<file path="src/rtl/pwm_pkg.sv">
package pwm_pkg;
    localparam int DEF_CH     = 32;
    localparam int DEF_DUTY_W = 8;

    // One beat of the serial time-slot bus
    typedef struct packed {
        logic valid;
        logic sync;
        logic data;
    } ser_beat_t;

    function automatic int clog2i(input int v);
        int r;
        r = 0;
        while ((1 << r) < v) r++;
        return (r == 0) ? 1 : r;
    endfunction
endpackage

</file>
<file path="src/rtl/slot_deserializer.sv">
module slot_deserializer
    import pwm_pkg::*;
#(
    parameter int NUM_CH = DEF_CH,
    parameter int DUTY_W = DEF_DUTY_W,
    localparam int CH_W  = clog2i(NUM_CH),
    localparam int SEL_W = clog2i(DUTY_W),
    localparam int CNT_W = CH_W + SEL_W
) (
    input  logic                           clk,
    input  logic                           rst,
    input  ser_beat_t                      beat,
    output logic [CNT_W-1:0]               slot_q,
    output logic [NUM_CH-1:0][DUTY_W-1:0]  shadow_q
);
    logic [CNT_W-1:0] slot_idx;
    logic [CH_W-1:0]  ch_sel;
    logic [SEL_W-1:0] bit_sel;

    always_comb begin
        slot_idx = beat.sync ? '0 : slot_q;
        ch_sel   = slot_idx[CNT_W-1:SEL_W];
        bit_sel  = SEL_W'(DUTY_W - 1) - slot_idx[SEL_W-1:0];
    end

    always_ff @(posedge clk) begin
        if (rst) begin
            slot_q   <= '0;
            shadow_q <= '0;
        end else if (beat.valid) begin
            shadow_q[ch_sel][bit_sel] <= beat.data;
            slot_q <= slot_idx + 1'b1;
        end else if (beat.sync) begin
            slot_q <= '0;
        end
    end
endmodule

</file>
<file path="src/rtl/pwm_timebase.sv">
module pwm_timebase
    import pwm_pkg::*;
#(
    parameter int DUTY_W = DEF_DUTY_W
) (
    input  logic              clk,
    input  logic              rst,
    input  logic              tick,
    output logic [DUTY_W-1:0] cnt_q,
    output logic              wrap_stb
);
    assign wrap_stb = tick && (cnt_q == '1);

    always_ff @(posedge clk) begin
        if (rst)       cnt_q <= '0;
        else if (tick) cnt_q <= cnt_q + 1'b1;
    end
endmodule

</file>
<file path="src/rtl/pwm_compare_array.sv">
module pwm_compare_array
    import pwm_pkg::*;
#(
    parameter int NUM_CH = DEF_CH,
    parameter int DUTY_W = DEF_DUTY_W
) (
    input  logic                          clk,
    input  logic                          rst,
    input  logic                          load,
    input  logic [NUM_CH-1:0][DUTY_W-1:0] shadow,
    input  logic [DUTY_W-1:0]             cnt,
    output logic [NUM_CH-1:0][DUTY_W-1:0] active_q,
    output logic [NUM_CH-1:0]             outs
);
    always_ff @(posedge clk) begin
        if (rst)       active_q <= '0;
        else if (load) active_q <= shadow;
    end

    for (genvar c = 0; c < NUM_CH; c++) begin : g_cmp
        assign outs[c] = (cnt < active_q[c]);
    end
endmodule

</file>
<file path="src/rtl/pwm_bank_top.sv">
module pwm_bank_top
    import pwm_pkg::*;
#(
    parameter int NUM_CH = DEF_CH,
    parameter int DUTY_W = DEF_DUTY_W,
    localparam int CNT_W = clog2i(NUM_CH) + clog2i(DUTY_W)
) (
    input  logic              clk,
    input  logic              rst,
    input  logic              sbit_valid,
    input  logic              sbit_sync,
    input  logic              sbit_data,
    input  logic              pwm_tick,
    output logic [NUM_CH-1:0] pwm_out
);
    ser_beat_t                     beat;
    logic [CNT_W-1:0]              slot_q;
    logic [NUM_CH-1:0][DUTY_W-1:0] shadow_q;
    logic [NUM_CH-1:0][DUTY_W-1:0] active_q;
    logic [DUTY_W-1:0]             pwm_cnt;
    logic                          wrap_stb;

    assign beat = '{valid: sbit_valid, sync: sbit_sync, data: sbit_data};

    slot_deserializer #(.NUM_CH(NUM_CH), .DUTY_W(DUTY_W)) u_deser (
        .clk(clk), .rst(rst), .beat(beat),
        .slot_q(slot_q), .shadow_q(shadow_q)
    );

    pwm_timebase #(.DUTY_W(DUTY_W)) u_tb (
        .clk(clk), .rst(rst), .tick(pwm_tick),
        .cnt_q(pwm_cnt), .wrap_stb(wrap_stb)
    );

    pwm_compare_array #(.NUM_CH(NUM_CH), .DUTY_W(DUTY_W)) u_cmp (
        .clk(clk), .rst(rst), .load(wrap_stb), .shadow(shadow_q),
        .cnt(pwm_cnt), .active_q(active_q), .outs(pwm_out)
    );
endmodule

</file>
<file path="config.mk">
export PLATFORM = sky130hd
export DESIGN_NAME = pwm_bank_top
export DESIGN_NICKNAME = d
export VERILOG_FILES = /design/src/rtl/pwm_pkg.sv /design/src/rtl/slot_deserializer.sv /design/src/rtl/pwm_timebase.sv /design/src/rtl/pwm_compare_array.sv /design/src/rtl/pwm_bank_top.sv
export SDC_FILE = /design/constraint.sdc
export NUM_CORES = 1
export LEC_CHECK = 0
export BUFFER_PORTS_ARGS = -buffer_cell sky130_fd_sc_hd__clkbuf_2
export CAP_MARGIN = 20
export CORE_MARGIN = 4
export CORE_UTILIZATION = 40
export CTS_CLUSTER_SIZE = 24
export DETAILED_ROUTE_END_ITERATION = 8
export GPL_TIMING_DRIVEN = 0
export MAX_ROUTING_LAYER = met4
export PLACE_DENSITY = 0.62
export SYNTH_ARGS = -nofsm -noshare
export SYNTH_HDL_FRONTEND = slang
export SYNTH_SLANG_ARGS = --single-unit
</file>
<file path="constraint.sdc">
create_clock -name clk -period 3.15 [get_ports clk]
set_clock_uncertainty 0.05 [all_clocks]
set_input_delay 0.315 -clock clk [delete_from_list [all_inputs] [get_ports clk]]
set_output_delay 0.315 -clock clk [all_outputs]
set_load 0.005 [all_outputs]
</file>
==> results.toml, run 1 <==
[cells_and_area]
drive_gt1_share_pct = 7.14
fin_nets = 3495
layout_commonest_cell = "sky130_fd_sc_hd__nand2_1"
area_growth_syn_to_layout_pct = 12.6
most_frequent_cells_in_the_layout = "sky130_fd_sc_hd__nand2_1 (567), sky130_fd_sc_hd__dfxtp_1 (521), sky130_fd_sc_hd__a21oi_1 (505)"
layoutNonFillerInstCount = 4144

[synth]
netlist_area_um2 = 25300
synth_area_per_cell_um2 = 8.00
synth-async-reset-ratio_pct = 0
synth.yosys.seq_area_share_pct = 41.8
yosysUniqueCellTypes = 51
synth_enable_flop_cells = 0
synth-seq-cells = 528
post_synth_inst_count = 3163
synthesis.yosys.warnings = 0
mappedNetlistNets = 3395
synth_top_cell_area_share_pct = 41.8
yosys_most_used_dff = "sky130_fd_sc_hd__dfxtp_1"
synth.top_cells.by_area = "sky130_fd_sc_hd__dfxtp_1 (42%), sky130_fd_sc_hd__ha_1 (11%), sky130_fd_sc_hd__a21oi_1 (10%)"
post-synth-top-area-cell = "sky130_fd_sc_hd__dfxtp_1"

[grt]
grt_pass1_wl_um = 122000
initial_antenna_violation_count = 2
grt_usage_pct = 23.5
global_route.overflow_total = 0
first_global_vias = 20900
largest_net_degree_at_the_start_of_global_routing = 23

[sta]
max_freq_ghz = 0.323
final_min_period_over_clock_period_pct = 98.2
finalSetupViolations = 0
worst-slew-pin-transition_ps = 1100
grt_setup_unrepaired = "no"
min_period_ps = 3090
report.final.hold_viol_count = 0
pins_over_slew_limit = 0
timing.slew.headroom_pct = 26.2

[die]
die_height_um = 260
io_pins = 38
design.core.area_um2 = 62200
fp.dieArea_um2 = 67400
die-width_um = 260
starting_utilization_of_the_core_area_pct = 40.7
fp-row-count = 91

[run_status]
run_status = "completed"

[detailed_routing]
totalWireLength_um = 78600
initialDrtViolationCount = 1888
remaining_drc_errors = 0
post_drt_wl_per_cell_um = 19.0
drt.antenna.violating_nets = 0
drt_pass_1_iters = 5
routed-via-count = 22500
routed_via_density = 5.42

[hold_path]
hold_class = "in2reg"

[pwr]
power_leakage_uw = 0.00981
power_density_nw_per_um2 = 482
fin_total_pwr_uw = 13800
vdd_ir_drop_max_mv = 0.351

[clocking]
h-tree-depth = 2
cts_post_setup_buffers_inserted = 0
clk_root_buffer_cell = "sky130_fd_sc_hd__clkbuf_16"
worst_skew_pair.late_latency_ps = 630
clock_tree.buffer_depth = 3
clock_sink_count = 528
path_clk_slew_ps = 70
cts-buffers-inserted = 56
tritoncts = "done"

[critical_path]
cp_max_fo = 19
critical_path.endpoint_type = "primary output"
required_ps = 2780
worst-setup-path-type = "reg2out"
startpoint_type = "flip-flop"
timing.critical_path.arrival_ps = 2730

[placement]
placed_cells_incl_taps = 4041
globalplace.congestion = 0.912
port-buffer-count = 34
dp.final_hpwl_um = 53600

[job]
count_of_maximum_capacitance_violations = 0
[cell families (layout without fill, tap and decap cells)]
family / count (synthesis) / in the layout / synth area share (%)
mux: 11 / 11 / 0.435
fa+ha+maj: 226 / 226 / 11.2
other cells: 0 / 1 / 0
simple gates: 992 / 992 / 18.5
xor+xnor: 12 / 12 / 0.415
buf+inv: 444 / 587 / 6.96
flops: 528 / 528 / 41.8
compound gates: 950 / 950 / 20.7
[where the power goes]
group	switching [uW]	internal, uW	total [uW]
logic	385	185	570
registers	22.4	6680	6700
clock network	2780	3700	6480
[through the flow]
stage          hold slack [ps]  area, um^2  utilization [%]  setup WS, ps  TNS (ps)
6_report                  59.8       28500             45.8          58.1         0
5_1_grt                   52.2       28500             45.8          5.56         0
4_1_cts                   29.6       28500             45.8          16.5         0
3_5_place_dp               392       26700             42.9           102         0
3_3_place_gp               389       26500             42.7         -1210   -249340
2_1_floorplan              382       25300                -           813         0
[worst max-delay path, cell delays in order (launching register included)]
cell and delay [ps]:
sky130_fd_sc_hd__dfxtp_4 580, sky130_fd_sc_hd__buf_12 250, sky130_fd_sc_hd__ha_1 270, sky130_fd_sc_hd__a21o_1 170, sky130_fd_sc_hd__a21o_1 170, sky130_fd_sc_hd__a221oi_1 440
sky130_fd_sc_hd__clkbuf_2 210
[area by class of cell]
cell class / count / area [um^2]
timing repair buffer: 42 / 320
inverter: 225 / 845
sequential: 528 / 10600
multi-input combinational: 2191 / 13000
antenna: 1 / 2.50
tap: 837 / 1050
clock buffer: 83 / 1610
fill: 6314 / 33700
clock inverter: 18 / 166
buffer: 219 / 921
[flip-flops by register name, indices dropped and copies added, names as in the netlist]
name / flops
u_deser.shadow_q: 256
u_cmp.active_q: 256
u_deser.slot_q: 8
u_tb.cnt_q: 8
[layer usage]
metal / vias up / routed length (um) / GRT usage [%]
met5: - / 0 / -
met1: 10500 / 34900 / 31.5
met3: 160 / 6070 / 4.49
met4: 0 / 2720 / 7.47
li1: 11100 / - / -
met2: 731 / 34900 / 36.0
[path summary, 6_finish.rpt]
kind	from	end	slack [ps]	cells after the start
setup / recovery	u_tb.cnt_q[5]	pwm_out[0]	60	6
hold / removal	sbit_valid	u_deser.slot_q[0]	60	3
setup reg to reg	u_tb.cnt_q[0]	u_cmp.active_q[239]	110	7
hold reg to reg	u_cmp.active_q[206]	u_cmp.active_q[206]	400	2
[Yosys cell counts (3+ instances only)]
cell type,n
sky130_fd_sc_hd__a211oi_1,32
sky130_fd_sc_hd__a21o_1,64
sky130_fd_sc_hd__a21oi_1,505
sky130_fd_sc_hd__a221oi_1,32
sky130_fd_sc_hd__and4_1,33
sky130_fd_sc_hd__buf_2,58
sky130_fd_sc_hd__buf_4,6
sky130_fd_sc_hd__clkbuf_1,153
sky130_fd_sc_hd__dfxtp_1,528
sky130_fd_sc_hd__ha_1,226
sky130_fd_sc_hd__inv_1,224
sky130_fd_sc_hd__mux2i_1,11
sky130_fd_sc_hd__nand2_1,567
sky130_fd_sc_hd__nand2b_1,45
sky130_fd_sc_hd__nand3_1,242
sky130_fd_sc_hd__nand4_1,10
sky130_fd_sc_hd__nand4bb_1,3
sky130_fd_sc_hd__nor2_1,33
sky130_fd_sc_hd__nor2_2,3
sky130_fd_sc_hd__nor2_4,15
sky130_fd_sc_hd__nor2b_1,8
sky130_fd_sc_hd__nor3_1,5
sky130_fd_sc_hd__nor4b_2,3
sky130_fd_sc_hd__o21ai_0,261
sky130_fd_sc_hd__o21ai_1,14
sky130_fd_sc_hd__o21bai_1,32
sky130_fd_sc_hd__o31ai_1,7
sky130_fd_sc_hd__or3_1,4
sky130_fd_sc_hd__or4b_4,3
sky130_fd_sc_hd__xnor2_1,7
sky130_fd_sc_hd__xor2_1,5
[repair_timing]
item                                    in CTS  in global routing
hold buffers                                 1                  0
endpoints found under the setup margin       6                  3
gates resized for setup                     11                  3
endpoints found under the hold margin        2                  0
Note: power is estimated with default switching activity, not from simulation.
==> run 2, diff against run 1 <==
--- a/config.mk
+++ b/config.mk
@@ -7,13 +7,15 @@
 export LEC_CHECK = 0
 export BUFFER_PORTS_ARGS = -buffer_cell sky130_fd_sc_hd__clkbuf_2
 export CAP_MARGIN = 20
+export CELL_PAD_IN_SITES_DETAIL_PLACEMENT = 1
+export CELL_PAD_IN_SITES_GLOBAL_PLACEMENT = 1
 export CORE_MARGIN = 4
 export CORE_UTILIZATION = 40
 export CTS_CLUSTER_SIZE = 24
 export DETAILED_ROUTE_END_ITERATION = 8
 export GPL_TIMING_DRIVEN = 0
 export MAX_ROUTING_LAYER = met4
-export PLACE_DENSITY = 0.62
+export PLACE_DENSITY = 0.76
 export SYNTH_ARGS = -nofsm -noshare
 export SYNTH_HDL_FRONTEND = slang
 export SYNTH_SLANG_ARGS = --single-unit
==> run 2 against run 1 <==
Against the previous run:
- clock-buffer cell count rose by 1
- final cell count barely moved
- clock power rose by 4.9%
- total power rose by 2.5%
- sequential cell count did not move
- register-to-register slack improved by 150 ps
- critical path depth did not move
- sequential share of layout area fell by 0.16 points
==> results.toml, run 2 (same netlist as run 1, synthesis figures left out) <==
[run_status]
run_status = "completed"

[critical_path]
cp_max_fo = 10
critPathBufInv = 2
critPathLaunch = "u_tb.cnt_q[0]"
worst-setup-path-type = "reg2out"
critical_path.endpoint_type = "primary output"
critical-path-max-stage-delay_ps = 480
timing.critical_path.cells = "clkbuf_4 > nand2b_1 > a211oi_1 > o21bai_1 > a221oi_2 > clkbuf_2"
required_ps = 2780
path_delay_family = "compound AO/OA/AOI/OAI gates"
startpoint_type = "flip-flop"
worstReg2RegStart = "u_tb.cnt_q[0]"
crit_slowest_cell = "sky130_fd_sc_hd__dfxtp_1"
timing.critical_path.arrival_ps = 2680

[cells_and_area]
fin_nets = 3498
area_growth_syn_to_layout_pct = 13.1
finish.instance_area_um2 = 28600
utilization_pct = 46.0
drive_gt1_share_pct = 7.46
layout_commonest_cell = "sky130_fd_sc_hd__nand2_1"
reg_top3 = "u_cmp.active_q x256, u_deser.shadow_q x256"
most_frequent_cells_in_the_layout = "sky130_fd_sc_hd__nand2_1 (567), sky130_fd_sc_hd__dfxtp_1 (521), sky130_fd_sc_hd__a21oi_1 (505)"

[pwr]
power_density_nw_per_um2 = 492
fin_total_pwr_uw = 14100
power_leakage_uw = 0.00987
vdd_ir_drop_max_mv = 0.422

[grt]
first_global_vias = 24900
grt_pass1_wl_um = 141000
initial_antenna_violation_count = 3
grt_usage_pct = 27.2
global_route.overflow_total = 0
largest_net_degree_at_the_start_of_global_routing = 24

[hold_path]
timing.hold.worst.start = "sbit_valid"
hold_class = "in2reg"

[detailed_routing]
routed_via_density = 5.67
initialDrtViolationCount = 1606
routed-via-count = 23500
drt.antenna.violating_nets = 0
totalWireLength_um = 91000
post_drt_wl_per_cell_um = 21.9
drt_pass_1_iters = 5
remaining_drc_errors = 0

[clocking]
cts-buffers-inserted = 56
worst_skew_pair.late_latency_ps = 610
clock_sink_count = 528
path_clk_slew_ps = 60
clock_tree.buffer_depth = 3
h-tree-depth = 2
tritoncts = "done"
clk_root_buffer_cell = "sky130_fd_sc_hd__clkbuf_16"

[sta]
final_min_period_over_clock_period_pct = 96.8
report.final.hold_viol_count = 0
pins_over_slew_limit = 0
grt_setup_unrepaired = "no"
timing.slew.headroom_pct = 29.0
max_freq_ghz = 0.328
min_period_ps = 3050
finalSetupViolations = 0
worst-slew-pin-transition_ps = 1060

[die]
starting_utilization_of_the_core_area_pct = 40.7
io_pins = 38
die-width_um = 260
die_height_um = 260
fp.dieArea_um2 = 67400
design.core.area_um2 = 62200
fp-row-count = 91

[placement]
dpl_cell_area_um2 = 26700
globalplace.congestion = 0.896
port-buffer-count = 34
dp.final_hpwl_um = 63500

[job]
count_of_maximum_capacitance_violations = 0
==> run 2: stage by stage <==
step	setup WS, ps	hold WS [ps]	TNS [ps]	std cells
after CTS	-22.4	49.4	-22.4	4143
after global placement	-1250	387	-297990	4034
after global routing	26.5	126	0	4148
after detailed placement	-73.2	394	-116	4041
final	102	86.5	0	4148
after floorplan	813	382	0	3163
==> run 2: power breakdown <==
| part | switching, uW | internal, uW | leakage (uW) |
|---|---|---|---|
| clock | 2860 | 3950 | 0.000927 |
| combinational | 414 | 189 | 0.00469 |
| sequential | 11.5 | 6680 | 0.00426 |
| total | 3280 | 10800 | 0.00987 |
==> run 2: cell type report <==
type                            instances  area (um^2)
Sequential cell                       528        10600
Tap cell                              837         1050
Inverter                              225          845
Buffer                                219          925
Clock buffer                           84         1700
Clock inverter                         17          173
Antenna cell                            2         5.00
Multi-Input combinational cell       2191        13000
Fill cell                            7669        33500
Timing Repair Buffer                   45          343
==> run 2: final timing paths <==
kind | end | slack (ps) | depth (start not counted)
max | pwm_out[5] | 100 | 6
max reg2reg | u_cmp.active_q[161] | 260 | 7
min reg2reg | u_cmp.active_q[17] | 400 | 2
min | u_deser.slot_q[0] | 90 | 3
==> run 2: what timing repair did <==
action,4_1_cts,5_1_grt
hold endpoints to repair,2,0
buffers inserted,0,3
endpoints found under the setup margin,21,9
resized for setup,14,3
pin swaps,0,1
hold buffers,1,0
==> run 2: routing by layer <==
layer  track usage (%)  routed length [um]  share of wire (%)  vias up
met3              3.86                4480                4.9      241
met1              32.7               38900                 43    11600
met5                 -                   0                  0        -
met4              10.4                3790                4.2        0
met2              46.6               43900                 48      633
li1                  -                   -                  -    11100
==> run 2: worst min-delay path, cell delays in order <==
cell and delay (ps):
sky130_fd_sc_hd__buf_2 220, sky130_fd_sc_hd__xnor2_1 100, sky130_fd_sc_hd__nor2_1 70
